## config.mk

```make
export PLATFORM = sky130hd
export DESIGN_NAME = aluflag_unit
export DESIGN_NICKNAME = d
export VERILOG_FILES = /design/src/rtl/aluflag_pkg.sv /design/src/rtl/aluflag_core.sv /design/src/rtl/aluflag_decode.sv /design/src/rtl/aluflag_regs.sv /design/src/rtl/aluflag_unit.sv
export SDC_FILE = /design/constraint.sdc
export NUM_CORES = 1
export LEC_CHECK = 0
export ABC_AREA = 0
export BUFFER_PORTS_ARGS = -buffer_cell sky130_fd_sc_hd__buf_2
export CAP_MARGIN = 15
export CORE_ASPECT_RATIO = 1.2
export CORE_MARGIN = 1.5
export CORE_UTILIZATION = 50
export DETAILED_ROUTE_END_ITERATION = 6
export GPL_TIMING_DRIVEN = 0
export PLACE_DENSITY = 0.72
export SKIP_CTS_REPAIR_TIMING = 1
export SLEW_MARGIN = 20
export SYNTH_ARGS = -nofsm -noshare
export SYNTH_HDL_FRONTEND = slang
export SYNTH_HIERARCHICAL = 1
export SYNTH_SLANG_ARGS = --single-unit
```

## constraint.sdc

```tcl
create_clock -name clk -period 8.3 [get_ports clk]
set_input_delay 1.66 -clock clk [delete_from_list [all_inputs] [get_ports clk]]
set_output_delay 1.66 -clock clk [all_outputs]
set_load 0.03 [all_outputs]
```

## src/rtl/aluflag_pkg.sv

```systemverilog
package aluflag_pkg;

  // Function codes
  localparam logic [3:0] OP_ADD = 4'h4;
  localparam logic [3:0] OP_ADC = 4'h5;
  localparam logic [3:0] OP_SUB = 4'h6;
  localparam logic [3:0] OP_SBB = 4'h7;
  localparam logic [3:0] OP_AND = 4'h8;
  localparam logic [3:0] OP_OR  = 4'h9;
  localparam logic [3:0] OP_XOR = 4'hA;
  localparam logic [3:0] OP_SHR = 4'hB;
  localparam logic [3:0] OP_CMP = 4'hC;

  // Status byte; field order gives bit 7 down to bit 0
  typedef struct packed {
    logic c;    // carry / borrow
    logic v;    // signed overflow
    logic z;    // zero / equal
    logic n;    // negative
    logic g;    // greater (unsigned compare)
    logic l;    // less (unsigned compare)
    logic i;    // input ready, not an ALU flag
    logic rsv;  // always zero
  } status_t;

  localparam int STATUS_W = $bits(status_t);

  // Flags an op may write, as a status-byte mask
  function automatic logic [STATUS_W-1:0] op_flag_mask(input logic [3:0] op);
    case (op)
      OP_ADD, OP_ADC, OP_SUB, OP_SBB: op_flag_mask = 8'b1111_0000;
      OP_AND, OP_OR, OP_XOR:          op_flag_mask = 8'b0011_0000;
      OP_SHR:                         op_flag_mask = 8'b1011_0000;
      OP_CMP:                         op_flag_mask = 8'b0010_1100;
      default:                        op_flag_mask = 8'b0000_0000;
    endcase
  endfunction

  // Whether an op writes the result register
  function automatic logic op_writes_result(input logic [3:0] op);
    case (op)
      OP_ADD, OP_ADC, OP_SUB, OP_SBB,
      OP_AND, OP_OR, OP_XOR, OP_SHR: op_writes_result = 1'b1;
      default:                       op_writes_result = 1'b0;
    endcase
  endfunction

endpackage

```

## src/rtl/aluflag_core.sv

```systemverilog
module aluflag_core
  import aluflag_pkg::*;
#(
  parameter int DATA_W = 8
) (
  input  logic [3:0]        op,
  input  logic [DATA_W-1:0] a,
  input  logic [DATA_W-1:0] b,
  input  logic              carry_in,
  output logic [DATA_W-1:0] res,
  output status_t           flags
);

  localparam int MSB = DATA_W - 1;

  logic [DATA_W:0]   ext_sum;
  logic [DATA_W:0]   ext_dif;
  logic              cin_add;
  logic              cin_sub;
  logic              ovf_add;
  logic              ovf_sub;

  assign cin_add = (op == OP_ADC) ? carry_in : 1'b0;
  assign cin_sub = (op == OP_SBB) ? carry_in : 1'b0;

  // One extra bit catches the carry, or the borrow as a wrap
  assign ext_sum = {1'b0, a} + {1'b0, b} + {{DATA_W{1'b0}}, cin_add};
  assign ext_dif = {1'b0, a} - {1'b0, b} - {{DATA_W{1'b0}}, cin_sub};

  assign ovf_add = (a[MSB] == b[MSB]) && (ext_sum[MSB] != a[MSB]);
  assign ovf_sub = (a[MSB] != b[MSB]) && (ext_dif[MSB] != a[MSB]);

  always_comb begin
    res   = '0;
    flags = '0;
    case (op)
      OP_ADD, OP_ADC: begin
        res     = ext_sum[MSB:0];
        flags.c = ext_sum[DATA_W];
        flags.v = ovf_add;
      end
      OP_SUB, OP_SBB: begin
        res     = ext_dif[MSB:0];
        flags.c = ext_dif[DATA_W];
        flags.v = ovf_sub;
      end
      OP_AND: res = a & b;
      OP_OR:  res = a | b;
      OP_XOR: res = a ^ b;
      OP_SHR: begin
        res     = {1'b0, a[MSB:1]};
        flags.c = a[0];
      end
      default: res = '0;
    endcase

    if (op == OP_CMP) begin
      flags.z = (a == b);
      flags.g = (a > b);
      flags.l = (a < b);
    end else begin
      flags.z = (res == '0);
      flags.n = res[MSB];
    end
  end

endmodule

```

## src/rtl/aluflag_decode.sv

```systemverilog
module aluflag_decode
  import aluflag_pkg::*;
(
  input  logic [3:0]          op,
  input  logic                en,
  output logic [STATUS_W-1:0] flag_we,
  output logic                res_we
);

  assign flag_we = en ? op_flag_mask(op) : '0;
  assign res_we  = en & op_writes_result(op);

endmodule

```

## src/rtl/aluflag_regs.sv

```systemverilog
module aluflag_regs
  import aluflag_pkg::*;
#(
  parameter int DATA_W = 8
) (
  input  logic                clk,
  input  logic                rst,
  input  logic                res_we,
  input  logic [STATUS_W-1:0] flag_we,
  input  logic [DATA_W-1:0]   res_next,
  input  status_t             flag_next,
  input  logic                in_flag,
  output logic [DATA_W-1:0]   result_q,
  output status_t             status_q
);

  localparam int ALU_LO = 2;  // lowest bit written by the ALU

  logic [STATUS_W-1:0] st_bits;
  logic [STATUS_W-1:0] nx_bits;

  assign st_bits = status_q;
  assign nx_bits = flag_next;

  always_ff @(posedge clk) begin
    if (rst) begin
      result_q <= '0;
    end else if (res_we) begin
      result_q <= res_next;
    end
  end

  // One enable per ALU flag bit
  for (genvar k = ALU_LO; k < STATUS_W; k++) begin : g_flag
    always_ff @(posedge clk) begin
      if (rst) begin
        status_q[k] <= 1'b0;
      end else if (flag_we[k]) begin
        status_q[k] <= nx_bits[k];
      end
    end
  end

  always_ff @(posedge clk) begin
    if (rst) begin
      status_q.i <= 1'b0;
    end else begin
      status_q.i <= in_flag;
    end
  end

  always_ff @(posedge clk) begin
    status_q.rsv <= 1'b0;
  end

  logic unused_bits;
  assign unused_bits = ^{st_bits[ALU_LO-1:0], nx_bits[ALU_LO-1:0], flag_we[ALU_LO-1:0]};

endmodule

```

## src/rtl/aluflag_unit.sv

```systemverilog
module aluflag_unit
  import aluflag_pkg::*;
#(
  parameter int DATA_W = 8
) (
  input  logic              clk,
  input  logic              rst,
  input  logic              en,
  input  logic [3:0]        op,
  input  logic [DATA_W-1:0] a,
  input  logic [DATA_W-1:0] b,
  input  logic              in_flag,
  output logic [DATA_W-1:0] result,
  output logic [7:0]        status
);

  logic [DATA_W-1:0]   core_res;
  status_t             core_flags;
  logic [STATUS_W-1:0] flag_we;
  logic                res_we;
  status_t             st_q;

  aluflag_core #(.DATA_W(DATA_W)) u_core (
    .op       (op),
    .a        (a),
    .b        (b),
    .carry_in (st_q.c),
    .res      (core_res),
    .flags    (core_flags)
  );

  aluflag_decode u_dec (
    .op      (op),
    .en      (en),
    .flag_we (flag_we),
    .res_we  (res_we)
  );

  aluflag_regs #(.DATA_W(DATA_W)) u_regs (
    .clk       (clk),
    .rst       (rst),
    .res_we    (res_we),
    .flag_we   (flag_we),
    .res_next  (core_res),
    .flag_next (core_flags),
    .in_flag   (in_flag),
    .result_q  (result),
    .status_q  (st_q)
  );

  assign status = st_q;

endmodule

```

---- Word-level counts from Yosys, hierarchy flattened ----
Memories as Yosys holds them, arrays and structs flattened.
Index checks and enable logic that the tools add are counted.
word-level totals
  register bits after elaboration ......... 15
  bits in latches ......................... 0
  RAM bits ................................ 0
  ROM bits ................................ 112
  output and inout bits ................... 16
  logic and storage cells ................. 48
  memories kept ........................... 2
cells by class
  add/sub/neg operators ................... 4
  multipliers ............................. 0
  div/mod/pow operators ................... 0
  order comparisons ....................... 2
  eq/ne operators ......................... 14
  shift operators ......................... 0
  muxes and demuxes ....................... 9
  bitwise gates (word level) .............. 4
  reduce and logical (&&, ||, !) cells .... 5
memories
  memory            depth  bits a word  read ports  clocked after Yosys merged registers in  wr ports  line               text
  (name not given)  16     6            1           0                                        0         aluflag_pkg.sv:30  case (op)
  (name not given)  16     1            1           0                                        0         aluflag_pkg.sv:41  case (op)
operator list
  cell                                                                   count
  8-bit case mux with 6 select lines                                     1
  4-bit equality test, second input constant                             5
  4-bit by 3-bit equality test with 1-bit output, second input constant  4
  8-bit by 8-bit adder with 9-bit output                                 1
  9-bit by 1-bit adder with 9-bit output                                 1
  8-bit by 8-bit subtractor with 9-bit output                            1
  9-bit by 1-bit subtractor with 9-bit output                            1
  8-bit bitwise AND                                                      1
  8-bit equality test                                                    1
  8-bit greater-than comparator                                          1
  8-bit zero test                                                        1
  8-bit less-than comparator                                             1
  8-bit 2-to-1 mux                                                       1
  8-bit bitwise OR                                                       1
  8-bit bitwise XOR                                                      1
  1-bit 2-to-1 mux                                                       4
  2-bit OR reduction                                                     2
  1-bit inequality test                                                  3
  1-bit case mux with 3 select lines                                     1
  1-bit logical AND                                                      2
  2-bit 2-to-1 mux                                                       1
  1-bit case mux with 2 select lines                                     1
  1-bit bitwise AND                                                      1
  1-bit equality test                                                    1

---- Logic depth before layout (Yosys ltp) ----
  depth in word-level cells ............... 6
  gate-level depth with buffers ........... 16

---- By module ----
The synthesis kept the hierarchy.
modules (own cells, without submodules)
  module          times used  cells each  area an instance (sq um)  seq. area each (sq um)
  aluflag_core    1           240         1788.0                    0.0
  aluflag_regs    1           48          529.3                     300.3
  aluflag_decode  1           17          111.4                     0.0

---- Worst setup path after synthesis ----
Ideal clock, no wire load.
  path type ............................... input-to-reg
  from .................................... in op[2]
  to ...................................... reg u_regs/status_q[5] in the netlist's numbering
  arrival time ............................ 4403 ps
  required time ........................... 8235 ps
  path slack .............................. 3832 ps
  stages on the path ...................... 15
  buffers on the path ..................... 2
  cell sequence ........................... nor2b_1 > clkbuf_1 > and2_1 > clkbuf_1 > nand3_1 > fa_1 > ha_1 > a211o_1 > nand4_1 > nand3_1 > mux2i_1 > a211o_1 > o31ai_2 > mux2i_1 > nor2_1
RTL lines
  element                        line                text
  start, declared                aluflag_unit.sv:9   input logic [3:0] op,
  end signal, assigned by index  aluflag_regs.sv:39  status_q[k] <= nx_bits[k];
  end, declared                  aluflag_regs.sv:14  output status_t status_q

==> run metrics <==
wire per inst 15.53 µm; Max Clk Rate 197.6 MHz; Peak VDD IR 0.09315 mV; Post-Syn Instances 299; crit path kind input pin to flip-flop; area grow syn2layout 12.87%; Final Max Tran Viols 0; arrival time at the worst endpoint 5.25 ns; Synth Cell Area 2391 µm²; gpl congestion 0.9805; first-pass GRT wire length 10.17 mm; DIE WIDTH 66.13 µm; Tcrit/Tclk final 0.6098; Max Cap Violations 0; Num Clock Sinks 15; max incr delay on CP 0.56 ns; die height 78.75 µm; core box area 4594 µm²; Hold Crit Depth 2; ANT cells 0; hold crit path type flip-flop to flip-flop; number of global-route vias before repair 2172; mean area per synthesized cell 7.997 µm²; P_int 172.1 µW; status finished, final reports clean; htree depth 1; CP Max Fanout 11; Final nets 409; Clock Power Share 0.208; clk_skew 0.004222 ns; via density per instance 5.789; Register-to-Register Path Depth 12; total power per unit cell area 107.8 nW/µm²; Mapped Nets 366; CTS tree done; Starting Density 0.5204; Slowest-stage cell, CP a2111oi_0; die area 5207 µm²; Slew @ Worst Pin 0.5293 ns; std cell rows 27; logic gate share of total power 0.529; crit start category input pin; Clk pin slew, worst setup/hold paths 0.06 ns; initial DRC count 136; Total Wirelength 6.198 mm; pin count of the biggest net entering global routing 12; Tmin final 5.062 ns; unrepaired setup endpoints after global routing false; DRC viols 0; Longest Clk Path Bufs 2; Routed Antenna Nets 0; DP HPWL 4.951 mm; Layout fillers 454; Worst slew margin 0.6380; IO Pins 40; antenna violations before repair 0; Final Hold Viols 0; TNS Setup 0 ns; Root Buffer clkbuf_8; switch share 0.4081; layout cells sized above 1 0.1760; CP required 8.49 ns; Overflow after GRT 0; Final Setup Violations 0; CP endpoint kind flip-flop; NetSw 118.7 µW; Ys Warns 6; Clk Latency, worst-skew pair 0.25 ns; CP cell instances buf_2 > nor2b_1 > clkbuf_1 > and2_1 > clkbuf_1 > nand3_1 > fa_1 > ha_1 > xor2_1 > nand2_1 > o21ai_0 > a2111oi_0 > nand4_1 > o31ai_2 > mux2i_1 > nor2_1; sequential share of power 0.262; most frequent CP cell clkbuf_1; Total GRT Usage 0.2499; Static Leakage 0.001323 µW; CTS Buf Count 3; drt pass-1 iters 4; via count 2310; Tot Pwr 290.8 µW; Port Buffer Count 38
==> state kept, by name (all words and copies together), names as in the netlist <==
signal           count
u_regs/status_q      7
u_regs/result_q      8
==> critical path: cells and delay by family <==
kind | cells | cell delay, ns
XOR/XNOR | 1 | 0.14
buffers and inverters | 3 | 0.82
multiplexers | 1 | 0.10
AO/OA/AOI/OAI | 3 | 0.90
adder cells (fa/ha/maj) | 2 | 0.79
AND/OR/NAND/NOR | 6 | 0.84
==> through the flow <==
step	setup WS, ns	util	std cells	instance area, µm²	hold WS, ns
finish	3.238	0.5874	399	2699	0.4941
floorplan	3.832	-	299	2391	0.6299
global placement	3.077	0.5776	395	2654	0.4717
CTS	3.320	0.5874	399	2699	0.4967
global route	2.996	0.5874	399	2699	0.5368
detailed placement	3.073	0.5776	395	2654	0.4828
==> placed cells by master, fill, tap and decap left out, types with 6 or more instances in the layout <==
master,count
dfxtp_1,15
nand3_1,6
o21ai_0,8
buf_2,42
nor2_1,28
a211oi_1,7
ha_1,39
nor3_1,7
nand2b_1,11
a21oi_1,12
inv_1,31
mux2i_1,23
nand2_1,12
==> area by class of cell <==
| class | instances | area (µm²) | area share |
|---|---|---|---|
| inverter | 31 | 116.4 | 0.04312 |
| tap | 58 | 72.57 | 0.02689 |
| buffer | 14 | 83.83 | 0.03106 |
| sequential | 15 | 300.3 | 0.1113 |
| timing repair buffer | 38 | 190.2 | 0.07047 |
| multi-input combinational | 239 | 1891 | 0.7005 |
| clock buffer | 4 | 45.04 | 0.01669 |
==> final timing paths <==
path                             end               start  slack [ns]
hold reg to reg   u_regs/status_q[6]  u_regs/status_q[6]        0.49
setup reg to reg  u_regs/status_q[5]  u_regs/status_q[7]        5.32
hold / removal    u_regs/status_q[6]  u_regs/status_q[6]        0.49
setup / recovery  u_regs/status_q[5]               op[2]        3.24
==> power by group through the flow <==
stage	logic, µW	registers (µW)	clock network, µW
2_1_floorplan	106	83.6	0
3_3_place_gp	149	77.8	0
3_5_place_dp	152	77.9	0
4_1_cts	153	76.4	62.1
5_1_grt	170	76.6	64.7
6_report	154	76.3	60.6
==> layer usage <==
layer	share of wire	wire, µm	global-route usage
met1	0.43	2665	0.3298
met2	0.51	3137	0.4370
met3	0.051	315	0.02550
met4	0.013	78	0.05102
met5	0	0	0
Power figures use the tool's default switching activity.
